===== config.mk =====
export PLATFORM = sky130hd
export DESIGN_NAME = vsp_top
export DESIGN_NICKNAME = d
export VERILOG_FILES = /design/src/rtl/vsp_pkg.sv /design/src/rtl/vsp_hl_counter.sv /design/src/rtl/vsp_cfg_shadow.sv /design/src/rtl/vsp_window.sv /design/src/rtl/vsp_top.sv
export SDC_FILE = /design/constraint.sdc
export NUM_CORES = 1
export LEC_CHECK = 0
export BUFFER_PORTS_ARGS = -buffer_cell sky130_fd_sc_hd__buf_4
export CAP_MARGIN = 0
export CELL_PAD_IN_SITES_DETAIL_PLACEMENT = 1
export CELL_PAD_IN_SITES_GLOBAL_PLACEMENT = 1
export CORE_AREA = 2 2 76 78
export DETAILED_ROUTE_END_ITERATION = 12
export DIE_AREA = 0 0 78 80
export PLACE_DENSITY = 0.83
export SLEW_MARGIN = 25
export SYNTH_ARGS = -nofsm -noshare
export SYNTH_HDL_FRONTEND = slang
export SYNTH_SLANG_ARGS = --single-unit

===== constraint.sdc =====
create_clock -name clk -period 5.2 [get_ports clk]
set_input_delay 0.26 -clock clk [delete_from_list [all_inputs] [get_ports clk]]
set_output_delay 0.26 -clock clk [all_outputs]
set_load 0.02 [all_outputs]

===== src/rtl/vsp_pkg.sv =====
package vsp_pkg;
  localparam int CODE_W    = 4;
  localparam int CTRL_W    = 2 * CODE_W;
  localparam int LEAD_BASE = 3;

  // Field order is fixed by the control byte: width in the high nibble.
  typedef struct packed {
    logic [CODE_W-1:0] width;
    logic [CODE_W-1:0] lead;
  } vsp_cfg_t;
endpackage


===== src/rtl/vsp_hl_counter.sv =====
module vsp_hl_counter #(
  parameter int HL_W = 10
) (
  input  logic            clk,
  input  logic            rst,
  input  logic            stb,
  input  logic            vs,
  input  logic [HL_W-1:0] field_len,
  output logic [HL_W-1:0] cnt,
  output logic [HL_W-1:0] cnt_next,
  output logic            field_start
);
  logic at_end;

  always_comb begin
    at_end      = (cnt >= field_len - HL_W'(1));
    field_start = stb && (vs || at_end);
    if (vs || at_end) cnt_next = '0;
    else              cnt_next = cnt + HL_W'(1);
  end

  always_ff @(posedge clk) begin
    if (rst)      cnt <= '0;
    else if (stb) cnt <= cnt_next;
  end
endmodule


===== src/rtl/vsp_cfg_shadow.sv =====
module vsp_cfg_shadow
  import vsp_pkg::*;
(
  input  logic              clk,
  input  logic              rst,
  input  logic              load,
  input  logic [CTRL_W-1:0] ctrl_in,
  input  logic              std_in,
  output vsp_cfg_t          cfg_q,
  output logic              std_q
);
  always_ff @(posedge clk) begin
    if (rst) begin
      cfg_q <= '0;
      std_q <= 1'b0;
    end else if (load) begin
      cfg_q <= vsp_cfg_t'(ctrl_in);
      std_q <= std_in;
    end
  end
endmodule


===== src/rtl/vsp_window.sv =====
module vsp_window
  import vsp_pkg::*;
#(
  parameter int HL_W = 10
) (
  input  logic [HL_W-1:0] pos,
  input  logic [HL_W-1:0] field_len,
  input  vsp_cfg_t        cfg,
  output logic            hit
);
  int remain;
  int lead;
  int width;

  always_comb begin
    remain = int'(field_len) - int'(pos);
    lead   = int'(cfg.lead) + LEAD_BASE;
    width  = int'(cfg.width);
    hit    = (remain <= lead) && (remain + width > lead);
  end
endmodule


===== src/rtl/vsp_top.sv =====
module vsp_top
  import vsp_pkg::*;
#(
  parameter int FIELD_HL_50 = 625,
  parameter int FIELD_HL_60 = 525
) (
  input  logic              clk,
  input  logic              rst,
  input  logic              hl_stb,
  input  logic              vs_mark,
  input  logic              std_60,
  input  logic [CTRL_W-1:0] ctrl_byte,
  output logic              pre_vs_pulse
);
  localparam int FIELD_MAX = (FIELD_HL_50 > FIELD_HL_60) ? FIELD_HL_50 : FIELD_HL_60;
  localparam int HL_W      = $clog2(FIELD_MAX + 1);

  logic [HL_W-1:0] hl_cnt;
  logic [HL_W-1:0] hl_next;
  logic [HL_W-1:0] field_len;
  logic            field_start;
  logic            std_q;
  logic            in_window;
  vsp_cfg_t        cfg_q;

  assign field_len = std_q ? HL_W'(FIELD_HL_60) : HL_W'(FIELD_HL_50);

  vsp_hl_counter #(.HL_W(HL_W)) u_cnt (
    .clk         (clk),
    .rst         (rst),
    .stb         (hl_stb),
    .vs          (vs_mark),
    .field_len   (field_len),
    .cnt         (hl_cnt),
    .cnt_next    (hl_next),
    .field_start (field_start)
  );

  vsp_cfg_shadow u_shadow (
    .clk     (clk),
    .rst     (rst),
    .load    (field_start),
    .ctrl_in (ctrl_byte),
    .std_in  (std_60),
    .cfg_q   (cfg_q),
    .std_q   (std_q)
  );

  vsp_window #(.HL_W(HL_W)) u_win (
    .pos       (hl_next),
    .field_len (field_len),
    .cfg       (cfg_q),
    .hit       (in_window)
  );

  always_ff @(posedge clk) begin
    if (rst)         pre_vs_pulse <= 1'b0;
    else if (hl_stb) pre_vs_pulse <= in_window;
  end
endmodule


==> summary.txt, run 1 <==
Place
  • Final HPWL DP: 4983 um
  • Inst Count DP: 365
  • DP Area: 2582 sq um
  • Port buffer count: 13
  • Global placement routability congestion: 0.8062

Timing
  • Fmax: 0.2000 GHz
  • Tcrit/Tclk final: 0.9616
  • # setup viols final: 0
  • Skew final: 0.006309 ns
  • Unrepaired setup endpoints after global routing: no
  • Worst rel slew slack: 0.6317
  • Final min period: 5.001 ns
  • Worst-Margin Slew: 0.5505 ns
  • Final hold slack: 0.2015 ns
  • Final Hold Fails: 0
  • Pins Over Slew Limit: 0

CTS
  • Hold buffers post-CTS: 0
  • CTS tree: yes
  • H-tree levels: 1
  • Num CTS Buffers: 3
  • Clock Path Buffers: 2
  • Root Buffer: clkbuf_8
  • Worst-Skew Late Latency: 0.28 ns
  • Clock-pin slew on the worst setup and hold paths: 0.10 ns
  • Clk sinks: 20

Synthesis
  • Average cell area after synthesis: 8.307 sq um
  • Syn_nets: 314
  • Most numerous cell in the Yosys netlist: ha_1
  • EDFF count, synth: 0
  • Post-synth cell types: 55
  • Sequential fraction of the synthesis area: 0.1812
  • Flops & latches, synth: 20
  • Top cells by count, synth: 33 x ha_1, 29 x nor2_1, 20 x dfxtp_1, 20 x nand2_1, 18 x inv_1
  • Post-Syn Instances: 266
  • Post-synth top area cell: ha_1
  • Most used DFF post-synth: dfxtp_1
  • Yosys warning count: 0
  • Leading post-synthesis cells by cell area: ha_1 19%, dfxtp_1 18%, mux2i_1 7.2%, nor2_1 4.9%, a21oi_1 3.9%
  • Async SR Flop Fraction: 0
  • Mapped Area: 2210 sq um
  • Top cell type's share of synthesized area: 0.1869

Drt
  • Wirelength, routed: 7002 um
  • Drt pass-1 iters: 4
  • Via count: 2,162
  • Remaining DRCs: 0
  • Iteration-0 DRC Markers: 85
  • Via density: 5.675
  • Post-route antenna net violation count: 0
  • WL/cell: 18.38 um

Floorplan
  • Die Wd: 78 um
  • Cell row count: 27
  • Die height: 80 um
  • Die ar.: 6240 sq um
  • Initial Utilization: 0.4088
  • Num ports: 14
  • Core area: 5405 sq um

Layout
  • FF+latch area: 405.4 sq um
  • Multi-input logic area: 1888 sq um
  • Fin nets: 358
  • Diodes inserted: 0
  • Area grow syn2layout: 29.95%
  • Design area: 2872 sq um
  • Fraction of layout cells with a size suffix above 1: 0.3139
  • Fillers: 656
  • Layout Cells excl Fill: 381

Worst setup path
  • CP max FO: 5
  • CP Launch Type: flop
  • Crit path from: u_shadow.std_q
  • R2r startpoint: u_shadow.std_q
  • Worst Path Required: 5.37 ns
  • CP Cell Sequence: inv_2 > ha_4 > and3_4 > o311a_1 > nor2_4 > buf_4 > nand2_1 > fa_2 > xor2_1 > ha_1 > inv_1 > o21bai_2 > nor2b_2 > o2111ai_2 > buf_4 > or3_2 > ha_1 > nand4bb_1 > or4_4 > a211oi_2 > a31oi_1
  • Worst Setup End Kind: flop
  • CP max stage delay: 0.53 ns
  • WS Path Type: flop to flop
  • CP max stage cell: or4_4
  • Worst EP arrival: 5.17 ns
  • Critical path buffer and inverter count: 4
  • Largest delay share family, worst path: simple AND/OR/NAND/NOR gates

GRT
  • GRT overflow: 0
  • Global-route wire length before repair: 10,960 um
  • GRT Overall Usage: 0.2182
  • Vias in the first global route: 2,299
  • Initial antenna violation count: 0
  • Largest net degree at the start of global routing: 21

Hold path
  • Hold_sp: ctrl_byte[1]
  • Hold Crit Class: input pin to flop

Pwr
  • Combinational Power Share: 0.323
  • PD cells: 170.2 nW/um^2
  • Sw power: 0.1558 mW
  • Lkg Pwr: 1.246 nW
  • Internal cell power: 0.3330 mW
  • Tot Pwr: 0.4889 mW
  • Clock power share: 0.352
  • Switching Fraction: 0.3188
  • VDD IR max: 98.07 uV
  • Sequential Power Share: 0.325

Job
  • Max-cap violations: 0

Outcome
  • Status: finished clean
[placed cells by master (no fill, tap or decap), types with 4 or more instances in the layout]
| master | Yosys | routed |
|---|---|---|
| buf_4 | 0 | 46 |
| ha_1 | 33 | 28 |
| nor2_1 | 29 | 26 |
| dfxtp_1 | 20 | 18 |
| mux2i_1 | 16 | 16 |
| nand2_1 | 20 | 16 |
| inv_1 | 18 | 16 |
| a21oi_1 | 17 | 13 |
| xor2_1 | 9 | 9 |
| nand3_1 | 8 | 8 |
| o21a_1 | 8 | 8 |
| o21ai_0 | 6 | 6 |
| nor3_1 | 6 | 5 |
| xnor2_1 | 5 | 5 |
| a21oi_2 | 1 | 4 |
| a21o_1 | 4 | 4 |
[power by group through the flow]
stage	clock network, mW	registers [mW]	logic, mW
global placement	0	0.162	0.134
finish	0.172	0.159	0.158
detailed placement	0	0.163	0.142
global route	0.178	0.159	0.173
CTS	0.175	0.159	0.149
floorplan	0	0.163	0.0964
[sequential cells by signal, summed over array words and instances (netlist names)]
signal and flops:
u_shadow.std_q 1, u_shadow.cfg_q 8, pre_vs_pulse 1, u_cnt.cnt 10
[layout make-up]
type                    instances  area share
clock buffers                   3     0.01438
flip-flops and latches         20      0.1412
clock inverters                 1     0.01046
multi-input cells             220      0.6575
well taps                      72     0.03137
repair buffers                 46      0.1203
inverters                      19     0.02484
[worst register-to-register path, delay by kind of cell (launching register included)]
kind,cells,cell delay [ns]
AND/OR/NAND/NOR,7,1.71
adder cells (fa/ha/maj),4,1.20
AO/OA/AOI/OAI,5,0.96
buffers and inverters,4,0.44
flip-flops,1,0.38
XOR/XNOR,1,0.19
[metrics by stage]
| stage | util | setup TNS [ns] | worst slack, ns |
|---|---|---|---|
| after floorplan | - | 0 | 0.001728 |
| after global placement | 0.4778 | 0 | 0.04426 |
| after detailed placement | 0.4778 | -0.1273 | -0.1273 |
| after CTS | 0.5023 | 0 | 0.0005480 |
| after global routing | 0.5313 | 0 | 0.05298 |
| final | 0.5313 | 0 | 0.1994 |
[layer usage]
layer	vias up	wire length, um	GRT usage
met3	15	136	0.01923
met1	1064	3013	0.2519
met5	-	0	0
li1	1049	-	-
met4	0	154	0.04386
met2	34	3697	0.4336
[cells by family after synthesis]
| kind of cell | synth area share |
|---|---|
| buffers and inverters | 0.04813 |
| multiplexers | 0.07248 |
| XOR/XNOR | 0.05549 |
| AND/OR/NAND/NOR | 0.2344 |
| AO/OA/AOI/OAI | 0.2033 |
| flip-flops | 0.1812 |
| adder cells (fa/ha/maj) | 0.2050 |
[worst paths after layout]
check / cells past startpoint / slack (ns) / to
max reg2reg: 21 / 0.20 / pre_vs_pulse
max: 21 / 0.20 / pre_vs_pulse
min: 3 / 0.20 / u_shadow.cfg_q[1]
min reg2reg: 2 / 0.52 / u_shadow.cfg_q[4]
[what timing repair did]
action,CTS,global route
gates cloned,0,0
pin swaps,3,17
resized for setup,5,21
setup buffers,4,8
setup endpoints to repair,1,1
(Power assumes the default switching activity.)
==> inputs of run 2 (changes only) <==
--- a/config.mk
+++ b/config.mk
@@ -9,10 +9,11 @@
 export CAP_MARGIN = 0
 export CELL_PAD_IN_SITES_DETAIL_PLACEMENT = 1
 export CELL_PAD_IN_SITES_GLOBAL_PLACEMENT = 1
-export CORE_AREA = 2 2 76 78
+export CORE_AREA = 2 2 75 77
+export CTS_BUF_LIST = sky130_fd_sc_hd__clkbuf_8
 export DETAILED_ROUTE_END_ITERATION = 12
-export DIE_AREA = 0 0 78 80
-export PLACE_DENSITY = 0.83
+export DIE_AREA = 0 0 77 79
+export PLACE_DENSITY = 0.85
 export SLEW_MARGIN = 25
 export SYNTH_ARGS = -nofsm -noshare
 export SYNTH_HDL_FRONTEND = slang
==> run 2 against run 1 <==
  * Clock power is 2% lower
  * Sequential share of layout area is 0.39 points lower
  * Critical path type unchanged
  * Register-to-register slack worse by 0.18 ns
  * Flip-flop and latch count stayed put
  * Core utilization is 2.4 points higher
  * Largest cell class unchanged
  * Sequential power hardly changed
  * Via count is 3.1% higher
==> summary.txt, run 2 (synthesized netlist as in run 1, its figures left out) <==
Floorplan
  • Die height: 79 um (-1.3%)
  • Initial Utilization: 0.4140 (+0.005175)
  • Die Wd: 77 um (-1.3%)
  • Num ports: 14 (unchanged)
  • Cell row count: 27 (unchanged)
  • Core area: 5338 sq um (-1.2%)
  • Die ar.: 6083 sq um (-2.5%)

CTS
  • Clk sinks: 20 (unchanged)
  • Num CTS Buffers: 3 (unchanged)
  • Clock Path Buffers: 2 (unchanged)
  • H-tree levels: 1 (unchanged)
  • CTS tree: yes
  • Clock-pin slew on the worst setup and hold paths: 0.09 ns (about the same)
  • Worst-Skew Late Latency: 0.28 ns (about the same)
  • Root Buffer: clkbuf_8
  • Hold buffers post-CTS: 0 (unchanged)

Layout
  • Fin util: 0.5549 (+0.02360)
  • Fraction of layout cells with a size suffix above 1: 0.3429 (+0.02894)
  • Most frequent cells in the layout: 52 x buf_4, 28 x ha_1, 26 x nor2_1
  • Largest registers: u_cnt.cnt x10, u_shadow.cfg_q x8
  • Design area: 2962 sq um (+3.1%)
  • Largest register FFs: 10 (unchanged)
  • Fillers: 645 (-1.7%)
  • Most common cell after layout, fill and taps aside: buf_4
  • Fin nets: 364 (+1.7%)
  • Reg with most FFs: u_cnt.cnt
  • Area grow syn2layout: 34.03%
  • Diodes inserted: 0 (unchanged)

Worst setup path
  • Worst Reg-to-Reg Cells: 19 (-9.5%)
  • Worst Path Required: 5.36 ns (about the same)
  • Crit path from: u_cnt.cnt[2]
  • Worst Setup End Kind: flop
  • WS Path Type: flop to flop
  • CP max FO: 5 (unchanged)
  • R2r startpoint: u_cnt.cnt[2]
  • Worst EP arrival: 5.34 ns (+0.17 ns)
  • CP Launch Type: flop

Place
  • Port buffer count: 13 (unchanged)
  • Global placement routability congestion: 0.8017 (-0.56%)
  • DP Area: 2590 sq um (+0.29%)
  • Final HPWL DP: 4880 um (-2.1%)

Job
  • Max-cap violations: 0 (unchanged)

GRT
  • Vias in the first global route: 2,296 (-0.13%)
  • Initial antenna violation count: 0 (unchanged)
  • GRT Overall Usage: 0.2236 (+0.005489)
  • Largest net degree at the start of global routing: 21 (unchanged)
  • Global-route wire length before repair: 10,940 um (-0.19%)
  • GRT overflow: 0 (unchanged)

Timing
  • Tcrit/Tclk final: 0.9962 (+0.03458)
  • Final Hold Fails: 0 (unchanged)
  • Worst rel slew slack: 0.6190 (-0.01269)
  • # setup viols final: 0 (unchanged)
  • Skew final: 0.007177 ns (+0.0008688 ns)
  • Pins Over Slew Limit: 0 (unchanged)
  • Final min period: 5.180 ns (+0.1798 ns)
  • Worst-Margin Slew: 0.5695 ns (+0.01897 ns)
  • Fmax: 0.1930 GHz (-3.5%)

Drt
  • Drt pass-1 iters: 4 (unchanged)
  • Post-route antenna net violation count: 0 (unchanged)
  • Remaining DRCs: 0 (unchanged)
  • Via count: 2,229 (+3.1%)
  • Via density: 5.760 (+1.5%)
  • WL/cell: 19.48 um (+6.0%)
  • Iteration-0 DRC Markers: 107 (+26%)
  • Wirelength, routed: 7540 um (+7.7%)

Hold path
  • Hold path depth: 3 (unchanged)
  • Hold Crit Class: input pin to flop
  • Hold_sp: ctrl_byte[2]

Pwr
  • PD cells: 165.8 nW/um^2 (-2.6%)
  • VDD IR max: 104.2 uV (+6.3%)
  • Lkg Pwr: 1.290 nW (+3.6%)

Outcome
  • Status: finished clean
-- run 2: power by group --
group | switching [mW] | internal, mW
clock network | 0.0646 | 0.103
logic | 0.0892 | 0.0749
registers | 0.00281 | 0.156
total | 0.157 | 0.334
-- run 2: metrics by stage --
stage               setup slack (ns)  TNS [ns]  power (mW)  std cells  hold slack, ns
global route                 -0.1047   -0.1047      0.5141        387          0.2185
floorplan                   0.001728         0      0.2593        266          0.3994
detailed placement           -0.2240   -0.2240      0.3031        366          0.4980
global placement             0.06642         0      0.2956        366          0.4836
CTS                         0.004647         0      0.4739        374          0.2120
finish                       0.01963         0      0.4910        387          0.2055
-- run 2: path summary, 6_finish.rpt --
kind	to	slack (ns)
worst max-delay path	pre_vs_pulse	0.02
worst min-delay path	u_shadow.cfg_q[2]	0.21
worst max register to register	pre_vs_pulse	0.02
worst min register to register	u_shadow.cfg_q[4]	0.52
-- run 2: layout make-up --
type                       count  area, sq um  share of cell area
sequential                    20        406.6              0.1373
clock buffer                   3        41.29             0.01394
inverter                      19        71.32             0.02408
tap                           72        90.09             0.03042
multi-input combinational    220         1932              0.6523
clock inverter                 1        30.03             0.01014
timing repair buffer          52        390.4              0.1318
-- run 2: what timing repair did --
action	in CTS	in global routing
endpoints found under the hold margin	0	0
setup buffers	4	13
pin swaps	5	21
resized for setup	7	29
endpoints found under the setup margin	1	1
-- run 2: worst max-delay path, cell delays in order, from the launching register on --
cell	delay (ns)
dfxtp_2	0.36
inv_1	0.05
ha_1	0.28
and3_4	0.20
o311a_4	0.40
nor2_4	0.25
nand2_2	0.12
ha_4	0.25
a21oi_2	0.16
nand2_2	0.07
or4_4	0.51
a221oi_4	0.36
o2111ai_2	0.18
buf_4	0.19
or3_2	0.46
ha_1	0.30
nand4bb_1	0.10
or4_4	0.52
a211oi_2	0.20
a31oi_1	0.10
-- run 2: layer usage --
| metal | track usage | share of wire | up-vias |
|---|---|---|---|
| met2 | 0.4333 | 0.54 | 43 |
| li1 | - | - | 1058 |
| met3 | 0.02045 | 0.018 | 22 |
| met1 | 0.2596 | 0.41 | 1106 |
| met5 | 0 | 0 | - |
| met4 | 0.06786 | 0.032 | 0 |
==> inputs of run 3 (changes only) <==
==> constraint.sdc (replaced) <==
create_clock -name clk -period 4.7 [get_ports clk]
set_input_delay 0.235 -clock clk [delete_from_list [all_inputs] [get_ports clk]]
set_output_delay 0.235 -clock clk [all_outputs]
set_load 0.02 [all_outputs]
==> run 3 against run 2 <==
  * Clock skew fell by 0.0037 ns
  * Core utilization rose by 3.5 points
  * Flip-flop and latch count did not move
  * Largest cell class unchanged
  * Critical endpoint unchanged
  * Clock-buffer cell count did not move
  * First-iteration DRC count rose by 26%
  * Critical path depth rose by 1
  * The run now ends with setup timing left
  * Highest routed layer unchanged
  * Sequential share of layout area fell by 0.86 points
==> summary.txt, run 3 (synthesized netlist as in run 1, its figures left out) <==
Timing
  • Skew final: 0.003495 ns (-0.003683 ns)
  • Tcrit/Tclk final: 1.053 (+0.05669)
  • Final Hold Fails: 0 (unchanged)
  • Fmax: 0.2021 GHz (+4.7%)
  • Setup TNS: -0.2487 ns (-0.2487 ns)
  • Final WS setup: -0.2487 ns (-0.2683 ns)
  • Final hold slack: 0.1998 ns (-0.005632 ns)
  • Worst-Margin Slew: 0.6157 ns (+0.04625 ns)
  • Worst rel slew slack: 0.5880 (-0.03095)
  • Pins Over Slew Limit: 0 (unchanged)
  • Final min period: 4.949 ns (-0.2317 ns)
  • # setup viols final: 1 (+1)
  • Unrepaired setup endpoints after global routing: yes

Worst setup path
  • CP max stage cell: or4b_4
  • Worst Reg-to-Reg Cells: 20 (+1)
  • Worst EP arrival: 5.09 ns (-0.25 ns)
  • WS Path Type: flop to flop
  • Critical path buffer and inverter count: 2 (unchanged)
  • CP Cell Sequence: inv_4 > ha_4 > and3_4 > o311ai_4 > nand2_4 > nor2_4 > inv_2 > ha_4 > a21oi_4 > nand2_2 > or4_4 > a221oi_4 > o21a_1 > nor3b_4 > nand2_1 > ha_1 > or4b_4 > or4_4 > a211oi_2 > a31oi_1
  • R2r setup slk: -0.25 ns (-0.27 ns)
  • CP max FO: 6 (+1)
  • CP Launch Type: flop
  • CP max stage delay: 0.45 ns (-0.07 ns)
  • R2r startpoint: u_shadow.std_q
  • Worst Setup End Kind: flop
  • Worst Path Required: 4.84 ns (-0.52 ns)
  • FF-to-FF End: pre_vs_pulse
  • Largest delay share family, worst path: simple AND/OR/NAND/NOR gates

Layout
  • Most common cell after layout, fill and taps aside: buf_4
  • Design area: 3149 sq um (+6.3%)
  • Diodes inserted: 0 (unchanged)
  • Largest registers: u_cnt.cnt x10, u_shadow.cfg_q x8
  • Fraction of layout cells with a size suffix above 1: 0.3912 (+0.04832)
  • Area grow syn2layout: 42.53%
  • Fin nets: 389 (+6.9%)
  • Most frequent cells in the layout: 77 x buf_4, 27 x ha_1, 26 x nor2_1
  • Fillers: 646 (+0.16%)
  • Fin util: 0.5900 (+0.03516)
  • FF+latch area: 405.4 sq um (-0.31%)
  • Reg with most FFs: u_cnt.cnt
  • Layout Cells excl Fill: 412 (+6.5%)
  • Largest register FFs: 10 (unchanged)
  • Multi-input logic area: 1957 sq um (+1.3%)

GRT
  • Met1 Usage GRT: 0.3659 (+0.1063)
  • Vias in the first global route: 2,821 (+23%)
  • Initial antenna violation count: 0 (unchanged)
  • Met3 usage: 0.03523 (+0.01477)
  • Largest net degree at the start of global routing: 21 (unchanged)
  • GRT overflow: 0 (unchanged)
  • GR Util met2: 0.5781 (+0.1447)
  • Global-route wire length before repair: 14,880 um (+36%)
  • GRT Overall Usage: 0.3132 (+0.08956)
  • Top Usage Layer GRT: met2

Place
  • Inst Count DP: 396 (+8.2%)
  • Dpl ws: -0.4642 ns (-0.2402 ns)
  • DP Area: 2889 sq um (+12%)
  • Final HPWL DP: 6330 um (+30%)
  • Global placement routability congestion: 0.8381 (+4.5%)
  • Port buffer count: 13 (unchanged)

CTS
  • Hold buffers post-CTS: 0 (unchanged)
  • Num CTS Buffers: 3 (unchanged)
  • Clock Path Buffers: 2 (unchanged)
  • Worst-Skew Late Latency: 0.26 ns (-0.02 ns)
  • Root Buffer: clkbuf_8
  • Clk sinks: 20 (unchanged)
  • Clock-pin slew on the worst setup and hold paths: 0.08 ns (about the same)
  • H-tree levels: 1 (unchanged)
  • CTS tree: yes

Outcome
  • Status: complete, but fails checks
  • Failing checks: setup timing

Floorplan
  • Die Wd: 77 um (unchanged)
  • Core area: 5338 sq um (unchanged)
  • Num ports: 14 (unchanged)
  • Cell row count: 27 (unchanged)
  • Die height: 79 um (unchanged)
  • Initial Utilization: 0.4140 (unchanged)
  • Die ar.: 6083 sq um (unchanged)

Drt
  • Wirelength, routed: 9204 um (+22%)
  • Drt pass-1 iters: 4 (unchanged)
  • WL/cell: 22.34 um (+15%)
  • Iteration-0 DRC Markers: 135 (+26%)
  • Via density: 6.061 (+5.2%)
  • Post-route antenna net violation count: 0 (unchanged)
  • Remaining DRCs: 0 (unchanged)
  • Via count: 2,497 (+12%)

Pwr
  • VDD IR max: 186.7 uV (+79%)
  • PD cells: 161.4 nW/um^2 (-2.6%)
  • Tot Pwr: 0.5084 mW (+3.5%)
  • Lkg Pwr: 1.429 nW (+11%)

Hold path
  • Hold_sp: ctrl_byte[1]
  • Hold Crit Class: input pin to flop
  • Hold path depth: 3 (unchanged)
  • Worst-case hold path end point: u_shadow.cfg_q[1]

Job
  • Max-cap violations: 0 (unchanged)
[run 3: worst max-delay path by stage]
| stage | end | slack, ns | startpoint | depth (start not counted) |
|---|---|---|---|---|
| 4_1_cts | pre_vs_pulse | -0.11 | u_shadow.std_q | 19 |
| 3_5_place_dp | pre_vs_pulse | -0.46 | u_shadow.std_q | 19 |
| 5_1_grt | pre_vs_pulse | -0.41 | u_shadow.std_q | 21 |
| 2_1_floorplan | pre_vs_pulse | -0.22 | u_shadow.std_q | 20 |
| 6_report | pre_vs_pulse | -0.25 | u_shadow.std_q | 20 |
| 3_3_place_gp | pre_vs_pulse | -0.25 | u_shadow.std_q | 20 |
[run 3: timing repair]
item                                   CTS  global route
endpoints found under the hold margin    0             0
buffers inserted                         6             6
pin swaps                               13            13
gates cloned                             0             0
setup endpoints to repair                1             1
gates resized for setup                 19             8
[run 3: layout make-up]
| cell class | count | area share |
|---|---|---|
| multi-input cells | 220 | 0.6214 |
| repair buffers | 77 | 0.1836 |
| flip-flops and latches | 20 | 0.1287 |
| well taps | 72 | 0.02861 |
| inverters | 19 | 0.02344 |
| clock buffers | 3 | 0.01311 |
| clock inverters | 1 | 0.001192 |
[run 3: report_power, final]
group	total, mW	switching, mW	internal [mW]
Combinational	0.214	0.113	0.101
Sequential	0.177	0.00410	0.173
Clock	0.118	0.0594	0.0583
[run 3: worst min-delay path, delay by kind of cell]
| kind | cells | cell delay [ns] |
|---|---|---|
| buffers and inverters | 1 | 0.08 |
| multiplexers | 1 | 0.05 |
| AND/OR/NAND/NOR | 1 | 0.07 |
[run 3: per-layer routing]
metal / up-vias / routed length, um
met5: - / 0
met4: 0 / 467
met3: 47 / 440
met2: 111 / 4595
met1: 1226 / 3700
li1: 1113 / -
